**src/rtl/unlock_seq_pkg.sv**
```systemverilog
package unlock_seq_pkg;

  localparam int unsigned KEY_BITS_DEF = 64;
  localparam logic [KEY_BITS_DEF-1:0] KEY_DEF = 64'h5CA3_3AC5_5CA3_3AC5;
  localparam int unsigned XFER_DEF = 64;

  typedef struct packed {
    logic rd;
    logic wr;
    logic any;
  } access_t;

endpackage

```
**src/rtl/unlock_access_decode.sv**
```systemverilog
module unlock_access_decode
  import unlock_seq_pkg::*;
(
  input  logic    ce,
  input  logic    rd_stb,
  input  logic    wr_stb,
  output access_t ev
);

  always_comb begin
    ev.wr  = ce & wr_stb;
    ev.rd  = ce & rd_stb & ~wr_stb;
    ev.any = ev.wr | ev.rd;
  end

endmodule

```
**src/rtl/unlock_key_matcher.sv**
```systemverilog
module unlock_key_matcher
  import unlock_seq_pkg::*;
#(
  parameter int unsigned KEY_BITS = KEY_BITS_DEF,
  parameter logic [KEY_BITS-1:0] KEY = KEY_DEF
) (
  input  logic    clk,
  input  logic    rst_n,
  input  logic    en,
  input  logic    clear,
  input  access_t ev,
  input  logic    dq0,
  output logic    full_o
);

  localparam int unsigned PTR_W = (KEY_BITS > 1) ? $clog2(KEY_BITS) : 1;
  localparam logic [PTR_W-1:0] LAST = PTR_W'(KEY_BITS - 1);

  function automatic logic expected_bit(input logic [PTR_W-1:0] p);
    return KEY[p];
  endfunction

  function automatic logic [PTR_W-1:0] step_ptr(input logic [PTR_W-1:0] p);
    return (p == LAST) ? '0 : p + 1'b1;
  endfunction

  logic [PTR_W-1:0] ptr;
  logic             frozen;
  logic             take, hit, miss, rewind;

  assign take   = en & ev.wr & ~frozen;
  assign hit    = take & (dq0 == expected_bit(ptr));
  assign miss   = take & (dq0 != expected_bit(ptr));
  assign rewind = en & ev.rd;
  assign full_o = hit & (ptr == LAST);

  always_ff @(posedge clk) begin
    if (!rst_n) begin
      ptr    <= '0;
      frozen <= 1'b0;
    end else if (clear || rewind) begin
      ptr    <= '0;
      frozen <= 1'b0;
    end else if (hit) begin
      ptr    <= step_ptr(ptr);
    end else if (miss) begin
      frozen <= 1'b1;
    end
  end

  p_read_rewinds_r5: assert property (@(posedge clk) disable iff (!rst_n)
    rewind |=> (ptr == '0) && !frozen);
  p_frozen_holds_r4: assert property (@(posedge clk) disable iff (!rst_n)
    frozen && !clear && !rewind |=> frozen && $stable(ptr));
  p_idle_no_change_r6: assert property (@(posedge clk) disable iff (!rst_n)
    !ev.any && !clear |=> $stable(ptr) && $stable(frozen));
  p_full_wraps_r3: assert property (@(posedge clk) disable iff (!rst_n)
    full_o |=> ptr == '0);

endmodule

```
**src/rtl/unlock_xfer_window.sv**
```systemverilog
module unlock_xfer_window
  import unlock_seq_pkg::*;
#(
  parameter int unsigned XFER_CYCLES = XFER_DEF
) (
  input  logic clk,
  input  logic rst_n,
  input  logic start,
  input  logic acc,
  input  logic abort,
  output logic open_o,
  output logic relock_o
);

  localparam int unsigned CNT_W = (XFER_CYCLES > 1) ? $clog2(XFER_CYCLES) : 1;
  localparam logic [CNT_W-1:0] LAST = CNT_W'(XFER_CYCLES - 1);

  function automatic logic window_end(input logic [CNT_W-1:0] c);
    return c == LAST;
  endfunction

  logic [CNT_W-1:0] cnt;

  assign relock_o = open_o & acc & window_end(cnt);

  always_ff @(posedge clk) begin
    if (!rst_n || abort) begin
      open_o <= 1'b0;
      cnt    <= '0;
    end else if (!open_o) begin
      if (start) begin
        open_o <= 1'b1;
        cnt    <= '0;
      end
    end else if (acc) begin
      if (window_end(cnt)) begin
        open_o <= 1'b0;
        cnt    <= '0;
      end else begin
        cnt    <= cnt + 1'b1;
      end
    end
  end

  p_cnt_in_range_r9: assert property (@(posedge clk) disable iff (!rst_n)
    cnt <= LAST);
  p_closes_after_window_r9: assert property (@(posedge clk) disable iff (!rst_n)
    relock_o |=> !open_o);
  p_abort_closes_r10: assert property (@(posedge clk) disable iff (!rst_n)
    abort |=> !open_o && cnt == '0);

endmodule

```
**src/rtl/unlock_seq_top.sv**
```systemverilog
module unlock_seq_top
  import unlock_seq_pkg::*;
#(
  parameter int unsigned KEY_BITS = KEY_BITS_DEF,
  parameter logic [KEY_BITS-1:0] KEY = KEY_DEF,
  parameter int unsigned XFER_CYCLES = XFER_DEF
) (
  input  logic clk,
  input  logic rst_n,
  input  logic ce,
  input  logic rd_stb,
  input  logic wr_stb,
  input  logic dq0,
  input  logic abort_req,
  output logic unlock,
  output logic mem_disable
);

  access_t ev;
  logic    key_full;
  logic    win_open;
  logic    win_relock;

  unlock_access_decode u_dec (
    .ce     (ce),
    .rd_stb (rd_stb),
    .wr_stb (wr_stb),
    .ev     (ev)
  );

  unlock_key_matcher #(
    .KEY_BITS (KEY_BITS),
    .KEY      (KEY)
  ) u_match (
    .clk    (clk),
    .rst_n  (rst_n),
    .en     (~win_open),
    .clear  (abort_req | win_relock),
    .ev     (ev),
    .dq0    (dq0),
    .full_o (key_full)
  );

  unlock_xfer_window #(
    .XFER_CYCLES (XFER_CYCLES)
  ) u_win (
    .clk      (clk),
    .rst_n    (rst_n),
    .start    (key_full),
    .acc      (ev.any),
    .abort    (abort_req),
    .open_o   (win_open),
    .relock_o (win_relock)
  );

  assign unlock      = win_open;
  assign mem_disable = win_open & ce;

  p_memdis_locked_r7: assert property (@(posedge clk) disable iff (!rst_n)
    !unlock |-> !mem_disable);
  p_open_needs_key_r3: assert property (@(posedge clk) disable iff (!rst_n)
    $rose(unlock) |-> $past(key_full));
  p_single_kind_r11: assert property (@(posedge clk) disable iff (!rst_n)
    $onehot0({ev.rd, ev.wr}));
  p_idle_keeps_state_r6: assert property (@(posedge clk) disable iff (!rst_n)
    !ce && !abort_req |=> $stable(unlock));

endmodule

```
**config.mk**
```make
export PLATFORM = sky130hd
export DESIGN_NAME = unlock_seq_top
export DESIGN_NICKNAME = d
export VERILOG_FILES = /design/src/rtl/unlock_seq_pkg.sv /design/src/rtl/unlock_access_decode.sv /design/src/rtl/unlock_key_matcher.sv /design/src/rtl/unlock_xfer_window.sv /design/src/rtl/unlock_seq_top.sv
export SDC_FILE = /design/constraint.sdc
export NUM_CORES = 1
export LEC_CHECK = 0
export BUFFER_PORTS_ARGS = -buffer_cell sky130_fd_sc_hd__buf_2
export CAP_MARGIN = 20
export CORE_MARGIN = 3
export CORE_UTILIZATION = 51
export CTS_CLUSTER_SIZE = 16
export DETAILED_ROUTE_END_ITERATION = 8
export GPL_TIMING_DRIVEN = 0
export PLACE_DENSITY = 0.71
export SYNTH_ARGS = -nofsm -noshare
export SYNTH_HDL_FRONTEND = slang
export SYNTH_SLANG_ARGS = --single-unit
```
**constraint.sdc**
```tcl
create_clock -name clk -period 1.7 [get_ports clk]
set_clock_uncertainty 0.1 [all_clocks]
set_input_delay 0.085 -clock clk [delete_from_list [all_inputs] [get_ports clk]]
set_output_delay 0.085 -clock clk [all_outputs]
set_load 0.1 [all_outputs]
```
# After elaboration in Yosys (flattened, before gate mapping)
# Memories as Yosys holds them, arrays and structs flattened. A register that Yosys moved wholly into a read port is not among the register bits.
# Cells that the tools add are included.
[classes]
reduce_logical = 7
addsub = 2
n_lt_le_gt_ge = 1
eq_ne = 5
mux = 12
bitwise = 19
[op_table]
columns = ["operator", "count"]
rows = [
  ["two-way mux 6 bit", 7],
  ["adder 6 x 1 -> 6 bit (second input constant)", 2],
  ["bitwise AND 1 bit", 12],
  ["== test 6 bit (second input constant)", 2],
  ["less-than comparator 6 x 7 -> 1 bit (second input constant)", 1],
  ["two-way mux 1 bit", 5],
  ["NOT 1 bit", 5],
  ["AND reduction 2 bit", 2],
  ["logical OR 1 bit", 2],
  ["inequality test 2 x 1 -> 1 bit (second input constant)", 1],
  ["bitwise OR 1 bit", 2],
  ["nonzero test 2 bit", 1],
  ["OR reduction 2 bit", 1],
  ["== test 1 bit", 1],
  ["zero test 1 bit", 1],
  ["inequality test 1 bit", 1],
]
[totals]
mem_bits_ro = 64
in_bits = 7
out_inout_bits = 2
ff_bits = 14
word_cells = 51
memories = 1
[mem_list]
columns = ["memory", "depth", "word_bits", "read_ports", "rd_clocked_by_memory_dff", "write_ports", "line", "source"]
rows = [
  ["(name not given)", 64, 1, 1, 1, 0, "unlock_key_matcher.sv:20", "return KEY[p];"],
]

# Longest topological paths before layout
[logic_depth]
word_depth = 9
ltp_mapped = 8
depth_no_buf = 7

# By module
# From an unflattened synthesis, not the netlist that was laid out.
[unflattened]
cells_unflattened = 117
area_unflattened_um2 = 944.7
[modules_own_cells]
columns = ["module", "cells_each", "area_each_um2", "seq_area_each_um2", "instances"]
rows = [
  ["unlock_key_matcher", 66, 536.8, 160.2, 1],
  ["unlock_xfer_window", 45, 367.9, 140.1, 1],
  ["unlock_access_decode", 3, 23.8, 0.0, 1],
  ["unlock_seq_top", 3, 16.3, 0.0, 1],
]

# Worst setup path before layout
# OpenSTA, ideal clock, no wires.
[synth_timing]
kind = "reg-to-reg"
from = "reg u_win.open_o"
to = "reg u_win.cnt[5]"
synth_period_minus_slack_ps = 2970
slack_ps = -1270
n_path_buf = 1
stages_incl_launch_ff = 8
arrival_ps = 2746
setup_time_ps = 124
required_ps = 1476
path_cell_list = "dfxtp_1 -> and2_1 -> and2_1 -> clkbuf_1 -> nor2_2 -> a31o_1 -> a21oi_1 -> nor2_1"
[synth_between]
elab_chain_cells = 7
elab_cells_between_ends = 9
cone_classes = "eq/ne: 1; mux: 1; bitwise: 5; reduce/logical: 2"
[synth_rtl]
columns = ["element", "line", "source"]
rows = [
  ["start: declaration", "unlock_xfer_window.sv:11", "output logic open_o,"],
  ["start signal: assignment", "unlock_xfer_window.sv:28", "open_o <= 1'b0;"],
  ["start signal: assignment", "unlock_xfer_window.sv:32", "open_o <= 1'b1;"],
  ["start signal: assignment", "unlock_xfer_window.sv:37", "open_o <= 1'b0;"],
  ["NOT 1 bit", "unlock_seq_top.sv:37", ".en (~win_open),"],
  ["bitwise AND 1 bit (2 in a row)", "unlock_key_matcher.sv:31", "assign take = en & ev.wr & ~frozen;"],
  ["bitwise AND 1 bit", "unlock_key_matcher.sv:32", "assign hit = take & (dq0 == expected_bit(ptr));"],
  ["bitwise AND 1 bit", "unlock_key_matcher.sv:35", "assign full_o = hit & (ptr == LAST);"],
  ["nonzero test 2 bit (no line)", "--", ""],
  ["AND reduction 2 bit (no line)", "--", ""],
  ["end signal: assignment", "unlock_xfer_window.sv:40", "cnt <= cnt + 1'b1;"],
  ["end: declaration", "unlock_xfer_window.sv:22", "logic [CNT_W-1:0] cnt;"],
]
# Parallel ways exist; a longest one is shown, timed or not.
# A chain may end at the register's enable or synchronous reset.

==> results_dict.tcl <==
set metrics [dict create \
    wl_per_cell_um 12.6 \
    maxCapViolations 0 \
    yosys.area_share.simple_pct 32.2 \
    min_period_over_period_pct 106 \
    failed_checks "setup timing" \
    h-tree-depth 1 \
    avgViaCountPerCell 5.45 \
    drc 0 \
    grt_overflow 0 \
    swShare_pct 24.9 \
    fmaxAchievable_mhz 558 \
    worstMarginPinSlew_ns 0.485 \
    synth_top_family_by_area "simple AND/OR/NAND/NOR gates" \
    netlist_area_um2 961 \
    drtIter0Drc 14 \
    p_int_uw 468 \
    slowest_delay_ns 0.36 \
    syn_nets 123 \
    crit_top_cell "buf_4" \
    hpwl_mm 1.32 \
    firstDrtPassIters 4 \
    avgSynthCellArea_um2 8.43 \
    cts_tree "built" \
    pin_count 9 \
    dieArea_um2 2440 \
    period_needed_ns 1.79 \
    fp.dieW_um 49.4 \
    place_congestion 0.802 \
    synthAdderAreaFrac_pct 2.60 \
    ir_worst_vdd_uv 382 \
    slew_headroom_pct 67.9 \
    arrival_ns 1.91 \
    clk_pin_slew_worst_paths_ns 0.09 \
    powerDensity_nw_per_um2 502 \
    num_rows 15 \
    cts-root-buf "clkbuf_4" \
    p_comb_share_pct 10.7 \
    hold_ws_ns 0.0172 \
    hp-class "in -> reg" \
    cts_sinks 15 \
    path_class "reg -> reg" \
    worst_slack_ns -0.0937 \
    p_clk_share_pct 33.0 \
    coreArea_um2 1750 \
    port_buffers 8 \
    crit_chain "ha_4, buf_4, buf_4, nor4_1, o21ai_0, a22oi_2, mux2i_1" \
    diodes 0 \
    hold_path_depth 3 \
    rsz0062_at_grt "yes" \
    synth.distinct_cells 41 \
    status "complete, but fails checks" \
    drive_above_1_share_pct 39.9 \
    p_leak_uw 0.000431 \
    antenna_left 0 \
    nNetsFinal 148 \
    grt_max_degree 11 \
    clk_latency_ns 0.28 \
    async_reset_ff_share_pct 0 \
    ys_seq_area_share_pct 31.3 \
    crit_path_end_kind "flip-flop" \
    start_kind "flip-flop" \
    worstRegToRegCells 7 \
    grt_pass1_vias 764 \
    wirelength_mm 2.05 \
    syn_inst 114 \
    area_delta_synth_final_pct 29.3 \
    clockBufferDepth 2 \
    path_depth 7 \
    cp_max_fo 7 \
    slew_viol_final 0 \
    synthFlopType "dfxtp_1" \
    synth_xor_area_share_pct 6.51 \
    grt_usage_pct 17.5 \
    critPathTopFamily "flip-flops" \
    hold_viol_final 0 \
    synth_edf_count 0 \
    ys.warnings.count 0 \
    synth.ff_latch_count 15 \
    synth_compound_area_share_pct 15.8 \
    start_util_pct 55.1 \
    numCtsBuffers 3 \
    grt_pass1_wl_mm 3.28 \
    antenna_found_initial 0 \
    fin_util_pct 71.2 \
    muxShareOfSynthArea_pct 7.03 \
    crit_slowest_cell "dfxtp_4" \
    p_sw_uw 156 \
    cp.required_ns 1.82 \
    setup_viol 1 \
    critPathBufInv 2 \
    die_h_um 49.4 \
    routed-via-count 889 \
    p_seq_share_pct 56.3 \
]
-- worst paths after layout --
| path | from | end | slack (ns) |
|---|---|---|---|
| hold reg to reg | u_match.frozen$_SDFFE_PP0P_ | u_match.frozen$_SDFFE_PP0P_ | 0.35 |
| setup / recovery | u_match.ptr[1]$_SDFFE_PP0N_ | flip-flop | -0.09 |
| hold / removal | ce | u_match.frozen$_SDFFE_PP0P_ | 0.02 |
| setup reg to reg | u_match.ptr[1]$_SDFFE_PP0N_ | flip-flop | -0.09 |
-- worst reg2reg max path: stages, from the launching register on --
cell	delay, ns
dfxtp_4	0.36
ha_4	0.18
buf_4	0.13
buf_4	0.13
nor4_1	0.28
o21ai_0	0.16
a22oi_2	0.20
mux2i_1	0.19
-- layer usage --
layer	up-vias	part of all wire, %	track usage [%]
met5	-	0	0
met4	0	1.7	9.68
met3	4	3.0	1.83
met2	15	51	31.0
met1	414	44	20.2
li1	456	-	-
-- power groups by stage --
| stage | clock, µW | combinational [µW] | sequential, µW |
|---|---|---|---|
| global route | 230 | 72.8 | 351 |
| finish | 206 | 66.8 | 351 |
| CTS | 213 | 62.0 | 351 |
| floorplan | 0 | 39.4 | 360 |
| detailed placement | 0 | 56.0 | 361 |
| global placement | 0 | 55.3 | 360 |
-- placed cells by master (no fill, tap or decap), types with 3 or more instances in the layout --
cell type / synthesis / final
mux2i_1: 3 / 3
nor3_1: 4 / 4
xnor2_1: 4 / 4
nand2_1: 10 / 9
o21ai_1: 0 / 3
a21oi_1: 9 / 7
nand3b_1: 3 / 3
buf_2: 2 / 8
clkbuf_4: 0 / 3
dfxtp_2: 0 / 5
nand2b_1: 3 / 3
nor2_1: 14 / 12
nor4_1: 3 / 3
dfxtp_1: 15 / 8
buf_4: 0 / 12
inv_1: 3 / 3
nor2_4: 1 / 3
o21ai_0: 7 / 4
-- kinds of logic after synthesis --
kind of cell,Yosys count
flops,15
compound gates,24
xor+xnor,5
simple gates,54
buf+inv,9
fa+ha+maj,2
mux,5
-- flip-flops by register name, summed over array words and instances, names as in the netlist, named ones only --
| register | cells |
|---|---|
| u_win.open_o | 1 |
| u_win.cnt | 6 |
| u_match.frozen | 1 |
| u_match.ptr | 6 |
-- final cells by class --
cell class                      instances  area, µm²
Inverter                                3       11.3
Sequential cell                        15        314
Fill cell                             142        503
Clock inverter                          1       5.00
Clock buffer                            3       22.5
Buffer                                  5       41.3
Multi-Input combinational cell         90        673
Tap cell                               25       31.3
Timing Repair Buffer                   21        144
-- per-stage QoR --
step / cells / cell area, µm² / total power (µW) / TNS (ns) / worst slack (ns)
after global placement: 147 / 1050 / 416 / -1.34 / -0.255
after CTS: 156 / 1170 / 627 / -0.191 / -0.0724
after detailed placement: 147 / 1050 / 417 / -1.79 / -0.295
after floorplan: 114 / 982 / 400 / -0.386 / -0.156
after global routing: 163 / 1240 / 654 / -0.544 / -0.279
final: 163 / 1240 / 624 / -0.0937 / -0.0937
-- cell usage after synthesis (2+ instances only) --
cell type | number | share of area (%)
nand3_1 | 2 | 1.0
dfxtp_1 | 15 | 31
or2_2 | 2 | 1.3
xnor2_1 | 4 | 3.6
ha_1 | 2 | 2.6
mux2i_1 | 3 | 3.1
buf_2 | 2 | 1.0
nand4_1 | 2 | 1.3
inv_1 | 3 | 1.2
nor3_1 | 4 | 2.1
nor4_1 | 3 | 2.0
o21ai_0 | 7 | 3.6
nand3b_1 | 3 | 2.3
a21oi_1 | 9 | 4.7
nor2_1 | 14 | 5.5
and2_1 | 3 | 2.0
nand2b_1 | 3 | 2.0
nand2_1 | 10 | 3.9
-- repair_timing --
item	in CTS	in global routing
setup buffers	4	9
resized for setup	18	9
cloned	0	0
hold buffers	1	0
pin swaps	8	9
hold endpoints to repair	1	0
setup endpoints to repair	15	12
Note: power is estimated with default switching activity, not from simulation.
